===== config.mk =====
export PLATFORM = sky130hd
export DESIGN_NAME = strobe_xfer
export DESIGN_NICKNAME = d
export VERILOG_FILES = /design/src/rtl/strobe_xfer.sv
export SDC_FILE = /design/constraint.sdc
export NUM_CORES = 1
export LEC_CHECK = 0
export BUFFER_PORTS_ARGS = -buffer_cell sky130_fd_sc_hd__buf_2
export CELL_PAD_IN_SITES_DETAIL_PLACEMENT = 1
export CELL_PAD_IN_SITES_GLOBAL_PLACEMENT = 2
export CORE_AREA = 2 2 74 76
export DETAILED_ROUTE_END_ITERATION = 7
export DIE_AREA = 0 0 76 78
export PLACE_DENSITY_LB_ADDON = 0.1
export SLEW_MARGIN = 20
export SYNTH_ARGS = -nofsm -noshare
export SYNTH_HDL_FRONTEND = slang
export SYNTH_SLANG_ARGS = --single-unit

===== constraint.sdc =====
create_clock -name clk -period 4.8 [get_ports clk]
set_input_delay 0.48 -clock clk [delete_from_list [all_inputs] [get_ports clk]]
set_output_delay 0.48 -clock clk [all_outputs]
set_load 0.01 [all_outputs]

===== src/rtl/strobe_xfer.sv =====
module strobe_xfer #(
  parameter int DW        = 8,
  parameter int SETUP_CYC = 2,
  parameter int PULSE_CYC = 2,
  parameter int HOLD_CYC  = 2
) (
  input  logic          clk,
  input  logic          rst_n,
  input  logic          mode,
  input  logic          src_valid,
  input  logic [DW-1:0] src_data,
  output logic          src_ready,
  output logic [DW-1:0] src_bus_data,
  output logic          src_bus_oe,
  output logic          src_stb_out,
  input  logic          src_stb_in,
  input  logic          dst_req,
  output logic          dst_busy,
  output logic          dst_stb_out,
  input  logic          dst_stb_in,
  input  logic [DW-1:0] dst_bus_data,
  output logic          dst_valid,
  output logic [DW-1:0] dst_data
);
  localparam int REQ_CYC = SETUP_CYC + 3;
  localparam int GAP_CYC = HOLD_CYC + 3;
  localparam int CW = $clog2(SETUP_CYC + PULSE_CYC + HOLD_CYC + 8);

  typedef enum logic [2:0] {S_IDLE, S_SETUP, S_STB, S_HOLD, S_ARMED, S_DRIVE} src_st_t;
  typedef enum logic [1:0] {D_IDLE, D_REQ, D_GAP} dst_st_t;

  src_st_t        s_st;
  dst_st_t        d_st;
  logic [CW-1:0]  s_cnt, d_cnt;
  logic [DW-1:0]  s_word;
  logic [2:0]     s_sync, d_sync;

  wire s_rise = s_sync[1] & ~s_sync[2];
  wire s_fall = ~s_sync[1] & s_sync[2];
  wire d_rise = d_sync[1] & ~d_sync[2];

  assign src_ready    = (s_st == S_IDLE);
  assign src_bus_oe   = s_st inside {S_SETUP, S_STB, S_HOLD, S_DRIVE};
  assign src_stb_out  = (s_st == S_STB);
  assign src_bus_data = s_word;
  assign dst_stb_out  = (d_st == D_REQ);
  assign dst_busy     = (d_st != D_IDLE);

  always_ff @(posedge clk or negedge rst_n) begin
    if (!rst_n) begin
      s_sync <= '0;
      d_sync <= '0;
    end else begin
      s_sync <= {s_sync[1:0], src_stb_in};
      d_sync <= {d_sync[1:0], dst_stb_in};
    end
  end

  always_ff @(posedge clk or negedge rst_n) begin
    if (!rst_n) begin
      s_st   <= S_IDLE;
      s_cnt  <= '0;
      s_word <= '0;
    end else begin
      case (s_st)
        S_IDLE: if (src_valid) begin
          s_word <= src_data;
          if (mode) s_st <= S_ARMED;
          else begin
            s_st  <= S_SETUP;
            s_cnt <= CW'(SETUP_CYC - 1);
          end
        end
        S_SETUP: if (s_cnt == '0) begin
          s_st  <= S_STB;
          s_cnt <= CW'(PULSE_CYC - 1);
        end else s_cnt <= s_cnt - 1'b1;
        S_STB: if (s_cnt == '0) begin
          s_st  <= S_HOLD;
          s_cnt <= CW'(HOLD_CYC - 1);
        end else s_cnt <= s_cnt - 1'b1;
        S_HOLD: if (s_cnt == '0) s_st <= S_IDLE;
                else s_cnt <= s_cnt - 1'b1;
        S_ARMED: if (s_rise) s_st <= S_DRIVE;
        S_DRIVE: if (s_fall) begin
          s_st  <= S_HOLD;
          s_cnt <= CW'(HOLD_CYC - 1);
        end
        default: s_st <= S_IDLE;
      endcase
    end
  end

  always_ff @(posedge clk or negedge rst_n) begin
    if (!rst_n) begin
      d_st      <= D_IDLE;
      d_cnt     <= '0;
      dst_valid <= 1'b0;
      dst_data  <= '0;
    end else begin
      dst_valid <= 1'b0;
      case (d_st)
        D_IDLE: if (mode && dst_req) begin
          d_st  <= D_REQ;
          d_cnt <= CW'(REQ_CYC - 1);
        end else if (!mode && d_rise) begin
          dst_data  <= dst_bus_data;
          dst_valid <= 1'b1;
        end
        D_REQ: if (d_cnt == '0) begin
          dst_data  <= dst_bus_data;
          dst_valid <= 1'b1;
          d_st      <= D_GAP;
          d_cnt     <= CW'(GAP_CYC - 1);
        end else d_cnt <= d_cnt - 1'b1;
        D_GAP: if (d_cnt == '0) d_st <= D_IDLE;
               else d_cnt <= d_cnt - 1'b1;
        default: d_st <= D_IDLE;
      endcase
    end
  end

  AST_STB_WITH_DATA: assert property (@(posedge clk) disable iff (!rst_n)
    src_stb_out |-> src_bus_oe);
  AST_DATA_STEADY: assert property (@(posedge clk) disable iff (!rst_n)
    (src_bus_oe && $past(src_bus_oe)) |-> $stable(src_bus_data));
  AST_BUSY_WHILE_DRIVING: assert property (@(posedge clk) disable iff (!rst_n)
    src_bus_oe |-> !src_ready);
  AST_VALID_ONE_CYCLE: assert property (@(posedge clk) disable iff (!rst_n)
    dst_valid |=> !dst_valid);
  AST_DST_STB_MODE: assert property (@(posedge clk) disable iff (!rst_n)
    dst_stb_out |-> mode);
  AST_SRC_STB_MODE: assert property (@(posedge clk) disable iff (!rst_n)
    src_stb_out |-> !mode);
  AST_REQ_HOLDS_BUSY: assert property (@(posedge clk) disable iff (!rst_n)
    dst_stb_out |-> dst_busy);
endmodule


### Yosys cells after proc, flatten, opt, wreduce, memory -nomap -nowiden

Index checks and enable logic that the tools add are counted.

* add/subtract/negate cells: 2
* equality and inequality tests: 21
* mux-type cells: 30
* bitwise operators: 6
* reduce and logical (&&, ||, !) cells: 19

Operators by type and width (number)
* $mux W4: 8
* $mux W8: 3
* $mux W3: 7
* $ne A2 B2 Y1 const B: 10
* $pmux W3 S6: 1
* $pmux W4 S4: 1
* $pmux W8 S2: 1
* $pmux W4 S3: 1
* $logic_not A4 Y1: 2
* $ne A2 B1 Y1 const B: 4
* $reduce_bool A4 Y1: 2
* $sub A4 B1 Y4 const B: 2
* $eq A3 B2 Y1 const B: 2
* $eq A3 B3 Y1 const B: 2
* $mux W2: 3
* $pmux W2 S3: 1
* $reduce_and A3 Y1: 2
* $reduce_and A6 Y1: 1
* $reduce_and A5 Y1: 1
* $reduce_and A4 Y1: 1
* $reduce_bool A2 Y1: 2
* $and A1 B1 Y1: 3
* $eq A3 B1 Y1 const B: 1
* $logic_not A3 Y1: 1
* other kinds (11): 16

* bits in registers: 36
* input port bits: 23
* output and inout bits: 22
* logic and storage cells: 87

### Logic depth before layout (Yosys ltp)

* depth after elaboration: 6
* depth in mapped cells: 6
* mapped depth without buffers: 6

### Worst setup path after synthesis

Ideal clock, no wire load.

* path kind: flip-flop to flip-flop
* from: register d_cnt[0]
* to: register dst_data[0]
* library setup time: 0.125 ns
* arrival time: 1.710 ns
* slack: 2.965 ns
* cell stages (with the launch flop): 6
* buffers on the path: 0
* cell sequence: dfrtp_1 -> inv_1 -> ha_1 -> or3b_1 -> a21oi_2 -> mux2_2

* word-level cells in the longest chain between the ends: 3

Ends and longest elaborated chain
* start: declaration: line 34 `logic [CW-1:0] s_cnt, d_cnt;`
* start signal: assignment: line 105 `d_cnt <= CW'(REQ_CYC - 1);`
* start signal: assignment: line 114 `d_cnt <= CW'(GAP_CYC - 1);`
* start signal: assignment: line 115 `end else d_cnt <= d_cnt - 1'b1;`
* $logic_not A4 Y1: line 110 `D_REQ: if (d_cnt == '0) begin`
* $ne A2 B1 Y1 (no source line)
* $reduce_and A4 Y1 (no source line)
* end signal: assignment: line 107 `dst_data <= dst_bus_data;`
* end signal: assignment: line 111 `dst_data <= dst_bus_data;`
* end: declaration: line 23 `output logic [DW-1:0] dst_data`

No other way between the ends.
A chain may end at the register's enable or synchronous reset.

### Worst setup path in the final report

* from: register d_cnt[0]
* to: register dst_data[2]

Same word-level chain as after synthesis.

==> metrics <==
first-pass GRT wire length 6.851 mm; total track usage 0.1461; DP Wirelength 3.010 mm; leak pwr 0.9945 nW; Worst-path clk slew 0.07 ns; Starting Density 0.3414; ANT cells 0; final setup vio count 0; Post-Syn Instances 149; Crit Path Max Fanout 8; Core Area 0.005042 mm2; clk root buf clkbuf_8; via/cell ratio 4.918; Most used DFF post-synth dfrtp_1; share of cells above drive strength 1 0.3706; R2R depth 5; total die area 0.005928 mm2; slowest cell delay on critical path 0.43 ns; Worst setup endpoint dst_data[2]$_DFFE_PN0P_; Cell variety after synth 39; fin crit period 2.070 ns; Pins Over Slew Limit 0; Post-synth EDFFs 0; count leader, synth dfrtp_1; Finished Core Util 0.4201; Worst-Skew Late Latency 0.28 ns; Vert. Die Dim 78 um; upper clock frequency limit 483.0 MHz; Fillers 591; Worst EP arrival 2.24 ns; clock sinks 36; Hold Path Class in -> async; CP Capture Type flip-flop; worst r2r src d_cnt[0]$_DFFE_PN0P_; # rows 26; Synth Cell Area 0.001722 mm2; Slew @ Worst Pin 0.8129 ns; aggregate routed wire length 3.986 mm; DRC viols 0; Synth area leader dfrtp_1; WP data required 4.97 ns; Crit-path slowest cell or3b_1; Die X-Extent 76 um; post-synth top area share 0.5233; H-Tree Depth 2; pwr/cell area 715.5 mW/mm2; routability cong. 0.7586; Post-synth ARST share 1.000; port bufs 44; Power Total 1.516 mW; syn avg cell area 11.55 um2; Worst path depth 5; Max Cap Viol 0; YS warnings 0; Hold Buf Count CTS 0; RR Endpoint dst_data[2]$_DFFE_PN0P_; Avg WL per Cell 14.93 um; antenna viol nets, final 0; area delta synth->final 23.04%; Seq cells post-synth 36; io pins 45; final net count 227; number of global-route vias before repair 1395; worst-case clock skew 0.004446 ns; Crit path max-delay family simple AND/OR/NAND/NOR gates; Final Hold Viols 0; Max Root-Sink Buffers 2; slew margin rel. 0.4580; final period utilization 0.4313; Bufs and invs on worst path 1; Post-CTS Setup Repair Bufs 0; total gr overflow 0; critical-path cell list inv_1 -> ha_1 -> or3b_1 -> a21oi_2 -> mux2_2; Worst R2R Setup Slack 2.73 ns; CTS Buf Count 5; unrepaired setup endpoints after global routing no; register area share after synthesis 0.5233; DRT iter0 DRCs 37; Vias 1313; Initial DRT Pass Iterations 4; status completed; largest net degree at the start of global routing 37; post-CTS sizing 0; Critical Path Source Type flip-flop; top cells by area, synth dfrtp_1 52%, mux2_2 11%, ha_1 5.8%; critical path type reg -> reg; CTS tree built; synth cell count leaders 36 x dfrtp_1, 17 x mux2_2, 11 x inv_1, 11 x nor2_1, 8 x ha_1; setup TNS 0 ns; Mapped Nets 180; peak supply drop 0.0002410 V; antenna violations before repair 0; worst setup path start d_cnt[0]$_DFFE_PN0P_
## kinds of logic (layout without fill, tap and decap cells)
family / count (synthesis) / in the layout / share of synthesized area
DFF: 36 / 36 / 0.5233
adders and majority gates: 8 / 8 / 0.05814
buffers and inverters: 15 / 63 / 0.03488
muxes: 18 / 18 / 0.1170
and+or+nand+nor: 38 / 38 / 0.1177
AOI/OAI and AO/OA: 34 / 34 / 0.1490
## placed cells by master, fill, tap and decap left out, drive strengths merged, types with 2 or more instances in the layout
master / netlist / layout
nor3: 4 / 4
ha: 8 / 8
dfrtp: 36 / 36
a2bb2oi: 2 / 2
buf: 3 / 44
nor2: 11 / 11
nor4: 4 / 4
inv: 11 / 11
mux2: 17 / 17
o22ai: 2 / 2
nand2: 6 / 6
o21ai: 6 / 6
a211oi: 3 / 3
a21oi: 4 / 4
a31oi: 3 / 3
a21o: 2 / 2
nand2b: 3 / 3
nor2b: 2 / 2
clkbuf: 1 / 6
a2111oi: 2 / 2
nor3b: 3 / 3
## power by group
group	switching, mW	internal, mW	total, mW	leakage [nW]
clock network	0.110	0.154	0.264	0.0552
logic	0.376	0.336	0.712	0.503
registers	0.109	0.431	0.539	0.436
## cell type report
class / count / area [um2] / area share
repair buffers: 44 / 220.2 / 0.1040
well taps: 70 / 87.58 / 0.04135
inverters: 11 / 41.29 / 0.01949
clock inverters: 2 / 35.03 / 0.01654
multi-input cells: 98 / 760.7 / 0.3591
clock buffers: 6 / 72.57 / 0.03426
flip-flops and latches: 36 / 900.9 / 0.4253
## flip-flops by register name, indices dropped and copies added, names as in the netlist
signal,cells
dst_data,8
src_bus_data,8
d_cnt,4
s_cnt,4
d_sync,3
s_st,3
s_sync,3
d_st,2
dst_valid,1
## stage by stage
stage	cells	worst slack (ns)	cell area (um2)	hold WS, ns
3_3_place_gp	259	2.830	2011	0.3354
6_report	267	2.730	2118	0.2850
3_5_place_dp	259	2.738	2011	0.3364
4_1_cts	267	2.715	2118	0.2841
2_1_floorplan	149	2.965	1722	0.1844
5_1_grt	267	2.621	2118	0.2755
## how the worst min path moves through the flow
stage	startpoint	to	slack, ns	depth (start not counted)
global route	dst_stb_in	d_sync[0]$_DFF_PN0_	0.28	1
CTS	dst_stb_in	d_sync[0]$_DFF_PN0_	0.28	1
finish	rst_n	s_cnt[2]$_DFFE_PN0P_	0.29	1
global placement	s_sync[0]$_DFF_PN0_	s_sync[1]$_DFF_PN0_	0.34	0
floorplan	rst_n	d_cnt[0]$_DFFE_PN0P_	0.18	0
detailed placement	d_sync[0]$_DFF_PN0_	d_sync[1]$_DFF_PN0_	0.34	0
## per-layer routing
layer	GRT usage	vias to the layer above	wire (um)
li1	-	630	-
met4	0.05455	0	62
met5	0	-	0
met3	0.04186	7	163
met1	0.1762	649	1704
met2	0.2491	27	2055
Power figures use the tool's default switching activity.
